===== src/rtl/uirq_pkg.sv =====
package uirq_pkg;

    localparam int NSRC    = 4;
    localparam int SRC_RX  = 0;
    localparam int SRC_ERR = 1;
    localparam int SRC_TX  = 2;
    localparam int SRC_MDM = 3;

    localparam int LVL_W     = 3;
    localparam int SCALE_MAX = 32;
    localparam int SCALE_W   = $clog2(SCALE_MAX + 1);
    localparam int THR_W     = $clog2(((1 << LVL_W) * SCALE_MAX) + 1);

    localparam logic [1:0] RXMODE_DMA = 2'd2;

    typedef logic [NSRC-1:0] src_vec_t;

    typedef enum logic [1:0] {
        ADDR_PEND = 2'd0,
        ADDR_SRC  = 2'd1,
        ADDR_MASK = 2'd2,
        ADDR_NONE = 2'd3
    } reg_addr_e;

    typedef struct packed {
        logic      we;
        reg_addr_e addr;
        src_vec_t  data;
    } reg_req_t;

    typedef struct packed {
        logic [THR_W-1:0] tx;
        logic [THR_W-1:0] rx;
    } thr_pair_t;

    // Per-channel multiplier applied to the level fields.
    function automatic logic [SCALE_W-1:0] trig_scale(input int unsigned ch);
        case (ch)
            0:       return SCALE_W'(32);
            1, 4:    return SCALE_W'(8);
            2, 3:    return SCALE_W'(2);
            default: return '0;
        endcase
    endfunction

endpackage


===== src/rtl/uirq_thresh.sv =====
module uirq_thresh
    import uirq_pkg::*;
#(
    parameter int CHAN_W = 3
) (
    input  logic              clk,
    input  logic              rst,
    input  logic [CHAN_W-1:0] chan_id,
    input  logic [LVL_W-1:0]  tx_lvl_sel,
    input  logic [LVL_W-1:0]  rx_lvl_sel,
    output thr_pair_t         thr
);

    logic [SCALE_W-1:0] scale;
    logic [THR_W-1:0]   rx_steps;

    always_comb begin
        scale    = trig_scale(32'(chan_id));
        rx_steps = THR_W'(rx_lvl_sel) + THR_W'(1);
        thr.tx   = THR_W'(THR_W'(tx_lvl_sel) * THR_W'(scale));
        thr.rx   = THR_W'(rx_steps * THR_W'(scale));
    end

    // unsupported channel numbers yield zero thresholds
    a_r2_bad_chan_zero: assert property (@(posedge clk) disable iff (rst)
        (chan_id > CHAN_W'(4)) |-> (thr.tx == '0 && thr.rx == '0));

endmodule


===== src/rtl/uirq_level.sv =====
module uirq_level
    import uirq_pkg::*;
#(
    parameter int CNT_W = 8
) (
    input  logic [CNT_W-1:0] tx_count,
    input  logic [CNT_W-1:0] rx_count,
    input  thr_pair_t        thr,
    input  logic             fifo_en,
    input  logic             rx_tmo_en,
    input  logic             data_ready,
    input  logic             err_strobe,
    input  logic             tmo_strobe,
    input  logic             tx_done_strobe,
    input  logic             modem_strobe,
    output src_vec_t         set_vec
);

    localparam int CMP_W = (CNT_W > THR_W) ? CNT_W : THR_W;

    logic [CMP_W-1:0] tx_c, rx_c, tx_t, rx_t;
    logic             tx_low, rx_hit, rx_any;

    always_comb begin
        tx_c   = CMP_W'(tx_count);
        rx_c   = CMP_W'(rx_count);
        tx_t   = CMP_W'(thr.tx);
        rx_t   = CMP_W'(thr.rx);
        tx_low = (tx_c <= tx_t);
        rx_hit = (rx_c >= rx_t);
        rx_any = (rx_c != '0) && !rx_tmo_en;

        set_vec          = '0;
        set_vec[SRC_RX]  = tmo_strobe | (fifo_en ? (rx_hit | rx_any) : data_ready);
        set_vec[SRC_ERR] = err_strobe;
        set_vec[SRC_TX]  = tx_done_strobe | (fifo_en & tx_low);
        set_vec[SRC_MDM] = modem_strobe;
    end

endmodule


===== src/rtl/uirq_regs.sv =====
module uirq_regs
    import uirq_pkg::*;
(
    input  logic     clk,
    input  logic     rst,
    input  src_vec_t set_vec,
    input  reg_req_t req,
    output src_vec_t src_q,
    output src_vec_t pend_q,
    output src_vec_t mask_q
);

    src_vec_t clr_vec, src_d, mask_d, pend_d;

    always_comb begin
        clr_vec = '0;
        if (req.we && (req.addr == ADDR_PEND || req.addr == ADDR_SRC))
            clr_vec = req.data;
        mask_d = (req.we && req.addr == ADDR_MASK) ? req.data : mask_q;
    end

    for (genvar b = 0; b < NSRC; b++) begin : g_bit
        always_comb begin
            src_d[b]  = (src_q[b] & ~clr_vec[b]) | set_vec[b];
            pend_d[b] = src_d[b] & ~mask_d[b];
        end
    end

    always_ff @(posedge clk) begin
        if (rst) begin
            src_q  <= '0;
            pend_q <= '0;
            mask_q <= '0;
        end else begin
            src_q  <= src_d;
            pend_q <= pend_d;
            mask_q <= mask_d;
        end
    end

    // nothing masked is ever pending
    a_r8_pend_disjoint_mask: assert property (@(posedge clk) disable iff (rst)
        (pend_q & mask_q) == '0);

    // a pending write removes its bits unless re-set in that cycle
    a_r9_pend_write_clears: assert property (@(posedge clk) disable iff (rst)
        (req.we && req.addr == ADDR_PEND)
        |=> ((src_q & $past(req.data & ~set_vec)) == '0));

    // a source write removes its bits unless re-set in that cycle
    a_r10_src_write_clears: assert property (@(posedge clk) disable iff (rst)
        (req.we && req.addr == ADDR_SRC)
        |=> ((src_q & $past(req.data & ~set_vec)) == '0));

endmodule


===== src/rtl/uirq_ctrl.sv =====
module uirq_ctrl
    import uirq_pkg::*;
#(
    parameter int CNT_W  = 8,
    parameter int CHAN_W = 3
) (
    input  logic              clk,
    input  logic              rst,
    input  logic [CNT_W-1:0]  tx_count,
    input  logic [CNT_W-1:0]  rx_count,
    input  logic              fifo_en,
    input  logic [2:0]        tx_lvl_sel,
    input  logic [2:0]        rx_lvl_sel,
    input  logic [CHAN_W-1:0] chan_id,
    input  logic              rx_tmo_en,
    input  logic [1:0]        rx_mode,
    input  logic              data_ready,
    input  logic              err_strobe,
    input  logic              tmo_strobe,
    input  logic              tx_done_strobe,
    input  logic              modem_strobe,
    input  logic              reg_we,
    input  logic [1:0]        reg_addr,
    input  logic [3:0]        reg_wdata,
    output logic [3:0]        reg_rdata,
    output logic              irq,
    output logic              dma_busy
);

    thr_pair_t thr;
    src_vec_t  set_vec, src_q, pend_q, mask_q;
    reg_req_t  req;
    logic      dma_q;

    always_comb begin
        req.we   = reg_we;
        req.addr = reg_addr_e'(reg_addr);
        req.data = reg_wdata;
    end

    uirq_thresh #(.CHAN_W(CHAN_W)) u_thresh (
        .clk        (clk),
        .rst        (rst),
        .chan_id    (chan_id),
        .tx_lvl_sel (tx_lvl_sel),
        .rx_lvl_sel (rx_lvl_sel),
        .thr        (thr)
    );

    uirq_level #(.CNT_W(CNT_W)) u_level (
        .tx_count       (tx_count),
        .rx_count       (rx_count),
        .thr            (thr),
        .fifo_en        (fifo_en),
        .rx_tmo_en      (rx_tmo_en),
        .data_ready     (data_ready),
        .err_strobe     (err_strobe),
        .tmo_strobe     (tmo_strobe),
        .tx_done_strobe (tx_done_strobe),
        .modem_strobe   (modem_strobe),
        .set_vec        (set_vec)
    );

    uirq_regs u_regs (
        .clk     (clk),
        .rst     (rst),
        .set_vec (set_vec),
        .req     (req),
        .src_q   (src_q),
        .pend_q  (pend_q),
        .mask_q  (mask_q)
    );

    always_ff @(posedge clk) begin
        if (rst) dma_q <= 1'b0;
        else     dma_q <= (rx_mode == RXMODE_DMA) && (rx_count == '0);
    end

    always_comb begin
        case (req.addr)
            ADDR_PEND: reg_rdata = pend_q;
            ADDR_SRC:  reg_rdata = src_q;
            ADDR_MASK: reg_rdata = mask_q;
            default:   reg_rdata = '0;
        endcase
        irq      = |pend_q;
        dma_busy = dma_q;
    end

    // the line is only raised by an unmasked source bit
    a_r8_irq_has_source: assert property (@(posedge clk) disable iff (rst)
        irq |-> ((src_q & ~mask_q) != '0));

    // the error strobe lands in bit 1
    a_r7_err_sets: assert property (@(posedge clk) disable iff (rst)
        err_strobe |=> src_q[SRC_ERR]);

    // without FIFO mode the receive bit follows data-ready
    a_r6_dready_sets: assert property (@(posedge clk) disable iff (rst)
        (!fifo_en && data_ready) |=> src_q[SRC_RX]);

    // transmit level at or below threshold sets bit 2
    a_r3_tx_level: assert property (@(posedge clk) disable iff (rst)
        (fifo_en && ({1'b0, tx_count} <= {1'b0, thr.tx})) |=> src_q[SRC_TX]);

    // DMA mode with an empty receive FIFO reports busy
    a_r12_dma_busy: assert property (@(posedge clk) disable iff (rst)
        (rx_mode == RXMODE_DMA && rx_count == '0) |=> dma_busy);

endmodule


===== config.mk =====
export PLATFORM = sky130hd
export DESIGN_NAME = uirq_ctrl
export DESIGN_NICKNAME = d
export VERILOG_FILES = /design/src/rtl/uirq_pkg.sv /design/src/rtl/uirq_thresh.sv /design/src/rtl/uirq_level.sv /design/src/rtl/uirq_regs.sv /design/src/rtl/uirq_ctrl.sv
export SDC_FILE = /design/constraint.sdc
export NUM_CORES = 1
export LEC_CHECK = 0
export ABC_AREA = 1
export BUFFER_PORTS_ARGS = -buffer_cell sky130_fd_sc_hd__clkbuf_2
export CAP_MARGIN = 10
export CORE_MARGIN = 8
export CORE_UTILIZATION = 45
export CTS_BUF_LIST = sky130_fd_sc_hd__clkbuf_8
export CTS_CLUSTER_SIZE = 20
export DETAILED_ROUTE_END_ITERATION = 8
export PLACE_DENSITY = 0.77
export SYNTH_ARGS = -nofsm -noshare
export SYNTH_HDL_FRONTEND = slang
export SYNTH_SLANG_ARGS = --single-unit

===== constraint.sdc =====
create_clock -name clk -period 3 [get_ports clk]
set_input_delay 0.45 -clock clk [delete_from_list [all_inputs] [get_ports clk]]
set_output_delay 0.45 -clock clk [all_outputs]
set_load 0.02 [all_outputs]

==> out/results.ini, run 1 <==
[worst_hold_path]
timing.hold.worst.start=rx_mode[0]
min_delay_path_depth=2
worst_hold_path_type=input pin to flip-flop
worstHoldEndpoint=dma_busy

[die]
fp.dieH_um=71.1
ios=49
design.core.area_um2=2980
start_util=0.458
die_w_um=71.1
fp-row-count=20
die-area_um2=5050

[routing]
ant_nets=0
route.detailed.vias_per_inst=4.88
avgRoutedWirePerCell_um=11.0
route.final.wire_length_um=3200
remaining_drc_errors=0
drtIter0Drc=30
drt-pass1-iter-count=4
via_count=1414

[setup_path]
cp_data_arrival_time_ps=2990
crit_path_cell_trace=buf_6 -> ha_4 -> inv_2 -> nor2_2 -> ha_2 -> inv_2 -> fa_2 -> inv_2 -> ha_4 -> xnor2_2 -> ha_1 -> a21oi_1 -> nand2_1 -> nand2_1 -> nand2_1 -> nand2_1 -> nand2_1 -> nand2_1 -> nand2_1 -> nand2_1 -> nor2_2
crit_slowest_cell=fa_2
crit_type=input pin to flip-flop
critical_path_fanouts_max=2
reg2reg_depth=4
cp_common_cell=nand2_1
timing.critical_path.from_type=input pin
r2r_start=u_regs.src_q[0]
max_stage_delay_ps=570
worst_path_dominant_cell_family=adder cells
crit_required_ps=3130
critical_path.reg2reg.endpoint=u_regs.pend_q[0]
crit_buf_inv=4
setup.worst_path.start=rx_lvl_sel[0]
reg2reg_setup_slack_ps=2010
setup.worst_path.end_class=flip-flop

[place]
routabilityCongestion=0.827
portBuffers=48
placedCellCount=285
dp_hpwl_um=2700
preCtsSetupSlack_ps=-149

[synth]
combinational_family_with_the_most_area_after_synthesis=simple AND/OR/NAND/NOR gates
post_synth_xor_area_fraction=0.0504
syn-num-nets=265
post_synth_mux_area_share=0.0293
ys_seq_elements=13
syn_area_um2=1370
post_synth_and_or_nand_nor_area_fraction=0.310
ys.warnings.count=0
synth_seq_area_share=0.191
synth_adder_area_share=0.262
synth_compound_area_frac=0.0724
synthesis.instances=194
synthesis.area_per_instance_um2=7.04
post_synthesis_cell_type_count=27

[clock_network]
clkLatencyLatePin_ps=240
clkSlewWorstSetupHoldPaths_ps=50
tritoncts=done
clock_sink_count=13
max_buffers_root_to_sink=2
htree_levels=1
root_buffer=clkbuf_8
tritoncts.num_buffers=3
holdBufCountCts=0

[global_routing]
via_count_of_the_first_global_routing_pass=1364
grt_overflow_total=0
global_route.usage.total=0.126
grt_start_max_net_pins=11
grt_first_pass_wirelength_um=5410
grt_antenna_before_repair=0

[sta]
final_critical_period_ps=2860
hold_ws_ps=366
finalWorstSetupSlack_ps=142
clock_skew_ps=0.244
hold_viol_final=0
finalMaxSlewViolations=0
achievable-frequency_mhz=350
setup_violations=0
timing.final.crit_share=0.953
max-slew-margin-rel=0.759
max_slew.worst_pin.slew_ps=362

[cells_and_area]
antennaDiodeCount=0
layout-area-overhead-vs-synth_pct=36.1
proportion_of_layout_cells_with_a_drive_suffix_above_1=0.335
final_core_util=0.624
finish.cell_count_without_fillers=290
layout_commonest_cell=clkbuf_2
final_cell_mix=46 x clkbuf_2, 38 x nand2_1, 26 x inv_1
filler_cell_count=279
finish.net_count=329

[run_status]
status=finished clean

[pwr]
cell_pwr_density_nw_per_um2=281
finalPower_mw=0.522
power_leakage_nw=1.04
vdd.ir_drop.worst_uv=135

[flow_run]
drv.max_cap_violation_count=0

-- worst register-to-register path, delay by kind of cell, from the launching register on --
kind	cells	cell delay, ps
compound gates	1	370
flops	1	310
simple gates	3	200
-- layer usage --
layer / GRT usage / wire length (µm) / part of all wire
met5: 0 / 0 / 0
met4: 0.0485 / 44 / 0.014
met1: 0.137 / 1410 / 0.44
met3: 0.0466 / 258 / 0.081
met2: 0.217 / 1490 / 0.46
-- state kept, by name (all words and copies together) (netlist names) --
signal / flops
u_regs.src_q: 4
dma_busy: 1
u_regs.pend_q: 4
u_regs.mask_q: 4
-- per-stage QoR --
step                area (µm²)  TNS, ps
finish                    1860        0
global route              1860    -53.4
CTS                       1770        0
detailed placement        1730     -204
global placement          1730     -131
floorplan                 1370        0
-- worst max-delay path by stage --
stage	end	slack, ps	cells past startpoint
after floorplan	u_regs.pend_q[0]	40	18
after global placement	u_regs.pend_q[0]	-110	19
after detailed placement	u_regs.pend_q[0]	-150	19
after CTS	u_regs.pend_q[0]	100	19
after global routing	u_regs.pend_q[0]	-50	24
final	u_regs.pend_q[0]	140	21
-- final cells by class --
cell class / count / area (µm²) / share of cell area
Tap cell: 33 / 41.3 / 0.0222
Multi-Input combinational cell: 150 / 1060 / 0.568
Clock buffer: 3 / 41.3 / 0.0222
Inverter: 30 / 113 / 0.0606
Sequential cell: 13 / 260 / 0.140
Timing Repair Buffer: 60 / 343 / 0.185
Clock inverter: 1 / 3.75 / 0.00202
-- where the power goes --
group          switching, mW  internal, mW  leakage (nW)
logic                 0.0965        0.0895         0.909
clock network         0.0572        0.0900        0.0269
registers            0.00529         0.184         0.108
-- cell usage after synthesis, drive strengths merged --
| library cell | number | share of area |
|---|---|---|
| xor2 | 2 | 0.018 |
| inv | 30 | 0.082 |
| o31ai | 1 | 0.0055 |
| xnor2 | 5 | 0.032 |
| dfxtp | 13 | 0.19 |
| nand2 | 40 | 0.12 |
| o21ai | 4 | 0.015 |
| or4 | 1 | 0.0055 |
| or2 | 1 | 0.0046 |
| nand4 | 1 | 0.0046 |
| a31o | 2 | 0.013 |
| a221oi | 1 | 0.0064 |
| nor2 | 28 | 0.090 |
| nand3 | 17 | 0.062 |
| fa | 1 | 0.015 |
| and2 | 3 | 0.014 |
| clkbuf | 1 | 0.0027 |
| a21oi | 9 | 0.033 |
| ha | 27 | 0.25 |
| mux2i | 4 | 0.029 |
| nor4 | 3 | 0.014 |
-- cell families (layout without fill, tap and decap cells) --
family          after synthesis  count (layout)
flops                        13              13
compound gates               17              17
mux                           4               4
fa+ha+maj                    28              28
xor+xnor                      7               7
simple gates                 94              94
buf+inv                      31              94
-- timing repair --
action | 4_1_cts | 5_1_grt
setup buffers | 0 | 1
resized for setup | 0 | 22
setup endpoints to repair | 0 | 2
(Power assumes the default switching activity.)
==> inputs of run 2 (changes only) <==
--- a/config.mk
+++ b/config.mk
@@ -6,5 +6,4 @@
 export NUM_CORES = 1
 export LEC_CHECK = 0
-export ABC_AREA = 1
 export BUFFER_PORTS_ARGS = -buffer_cell sky130_fd_sc_hd__clkbuf_2
 export CAP_MARGIN = 10
==> constraint.sdc (replaced) <==
create_clock -name clk -period 3 [get_ports clk]
set_input_delay 0.3 -clock clk [delete_from_list [all_inputs] [get_ports clk]]
set_output_delay 0.3 -clock clk [all_outputs]
set_load 0.02 [all_outputs]
==> run 2 against run 1 <==
Die area grew 1.3%. Combinational power grew 4%. Hold slack lost 69 ps. Utilization grew 0.48 points. Largest cell class unchanged. Final area grew 1.6%.
==> out/results.ini, run 2 <==
[synth]
synth_seq_area_share=0.188
ys_top_cells_by_area=ha_1 24%, dfxtp_1 19%, mux2i_1 5.0%
synthDominantCellAreaShare=0.243
asyncSetResetFlopFracSynth=0
yosysMostFrequentCell=ha_1
synth.largest_area_cell=ha_1
ys.warnings.count=0
post_synth_xor_area_fraction=0.0442
synth_compound_area_frac=0.119
synth-main-ff-cell=dfxtp_1
ys_seq_elements=13
syn_area_um2=1390
synthesis.area_per_instance_um2=8.41
synth_top_cells_by_count=27 x ha_1, 15 x nand2_1, 13 x dfxtp_1
post_synthesis_cell_type_count=39
post_synth_and_or_nand_nor_area_fraction=0.295
synth_adder_area_share=0.258
post_synth_mux_area_share=0.0586
synthesis.instances=165
synth-edff-count=0
syn-num-nets=236
combinational_family_with_the_most_area_after_synthesis=simple AND/OR/NAND/NOR gates

[die]
fp.dieH_um=71.5
die-area_um2=5120
start_util=0.462
die_w_um=71.5
fp-row-count=20
design.core.area_um2=3000
ios=49

[pwr]
vdd.ir_drop.worst_uv=152
power_leakage_nw=0.944
cell_pwr_density_nw_per_um2=282

[clock_network]
clock_sink_count=13
tritoncts=done
htree_levels=1
max_buffers_root_to_sink=2
root_buffer=clkbuf_8
clkLatencyLatePin_ps=240
tritoncts.num_buffers=3
clkSlewWorstSetupHoldPaths_ps=50

[sta]
timing.final.crit_share=0.972
hold_viol_final=0
max-slew-margin-rel=0.735
final_critical_period_ps=2920
clock_skew_ps=1.44
achievable-frequency_mhz=343
finalMaxSlewViolations=0
finalWorstSetupSlack_ps=83.4
timing.setup.tns_ps=0
max_slew.worst_pin.slew_ps=394
setup_violations=0

[setup_path]
critical_path_fanouts_max=2
crit_required_ps=3130
setup.worst_path.end_class=flip-flop
timing.critical_path.from_type=input pin
worst_path_dominant_cell_family=adder cells
cp_data_arrival_time_ps=3050
crit_type=input pin to flip-flop
crit_slowest_cell=fa_2
max_stage_delay_ps=530
crit_path_cell_trace=buf_4 -> ha_4 -> xnor2_2 -> or3_4 -> fa_2 -> inv_2 -> ha_4 -> xnor2_2 -> ha_2 -> or3_1 -> a221o_1 -> a31oi_2 -> nor2b_1
crit_buf_inv=2
reg2reg_setup_slack_ps=2030

[routing]
avgRoutedWirePerCell_um=12.3
ant_nets=0
via_count=1342
route.final.wire_length_um=3200
remaining_drc_errors=0
route.detailed.vias_per_inst=5.14
drtIter0Drc=19
drt-pass1-iter-count=4

[global_routing]
grt_antenna_before_repair=0
grt_start_max_net_pins=11
via_count_of_the_first_global_routing_pass=1309
global_route.usage.total=0.123
grt_overflow_total=0
grt_first_pass_wirelength_um=5280

[cells_and_area]
finish.net_count=300
antennaDiodeCount=0
multi_input_comb_area_um2=1160
register_area_um2=260
final_cell_mix=46 x clkbuf_2, 23 x ha_1, 15 x nand2_1
layout_commonest_cell=clkbuf_2
layout-area-overhead-vs-synth_pct=36.1
proportion_of_layout_cells_with_a_drive_suffix_above_1=0.377
post-route-cell-area_um2=1890
filler_cell_count=269
layout_top_registers=u_regs.mask_q (4), u_regs.pend_q (4), u_regs.src_q (4)

[place]
routabilityCongestion=0.799
portBuffers=48
preCtsSetupSlack_ps=-197
dp_hpwl_um=2850
post_dp_cell_area_um2=1790

[worst_hold_path]
worst_hold_path_type=input pin to flip-flop

[flow_run]
drv.max_cap_violation_count=0

[run_status]
status=finished clean

run 2: changes by cell type after synthesis, sizes merged, moves of 3 or more:
cell / before / now
nand2: 40 / 16
inv: 30 / 10
nor2: 28 / 12
nand3: 17 / 4
nor2b: 0 / 8
and2: 3 / 10
nor3: 0 / 6
a31oi: 0 / 3
mux2i: 4 / 7
nand3b: 0 / 3
run 2: area by class of cell:
class,count,area share
flip-flops and latches,13,0.138
clock inverters,1,0.00265
well taps,33,0.0219
repair buffers,61,0.182
clock buffers,3,0.0219
multi-input cells,140,0.614
inverters,10,0.0199
run 2: stage by stage:
stage / util / power, mW / instances / hold WS (ps)
6_report: 0.629 / 0.532 / 261 / 297
3_5_place_dp: 0.595 / 0.378 / 257 / 507
5_1_grt: 0.629 / 0.571 / 261 / 305
4_1_cts: 0.610 / 0.533 / 261 / 295
2_1_floorplan: - / 0.301 / 165 / 442
3_3_place_gp: 0.595 / 0.376 / 257 / 502
run 2: repair_timing:
action | 4_1_cts | 5_1_grt
setup endpoints to repair | 0 | 2
gates resized for setup | 0 | 12
setup buffers | 0 | 0
hold buffers | 0 | 0
run 2: metal layers:
layer / wire (µm) / vias up / global-route usage
met5: 0 / - / 0
met4: 30 / 0 / 0.0454
met3: 210 / 3 / 0.0335
met2: 1560 / 35 / 0.218
met1: 1400 / 582 / 0.135
li1: - / 722 / -
run 2: report_power, final:
group	total, mW	leakage [nW]	switching [mW]	internal (mW)
sequential	0.189	0.108	0.00537	0.184
combinational	0.193	0.811	0.0958	0.0970
clock	0.149	0.0255	0.0580	0.0914
total	0.532	0.944	0.159	0.372
run 2: path summary, 6_finish.rpt:
check                        start               end  cells after the start
setup / recovery     rx_lvl_sel[0]   u_regs.src_q[0]                     13
hold / removal        modem_strobe   u_regs.src_q[3]                      3
hold reg to reg   u_regs.mask_q[0]  u_regs.mask_q[0]                      2
setup reg to reg   u_regs.src_q[2]   u_regs.src_q[2]                      4
run 2: logic make-up (layout without fill, tap and decap cells):
family                   after synthesis  after routing
AO/OA/AOI/OAI                         26             26
XOR/XNOR                               7              7
adder cells (fa/ha/maj)               28             28
buffers and inverters                 12             75
flip-flops                            13             13
multiplexers                           8              8
AND/OR/NAND/NOR                       71             71
run 2: worst min-delay path: stages:
cell and delay [ps]:
clkbuf_2 80, a21oi_1 30, nor2_1 90
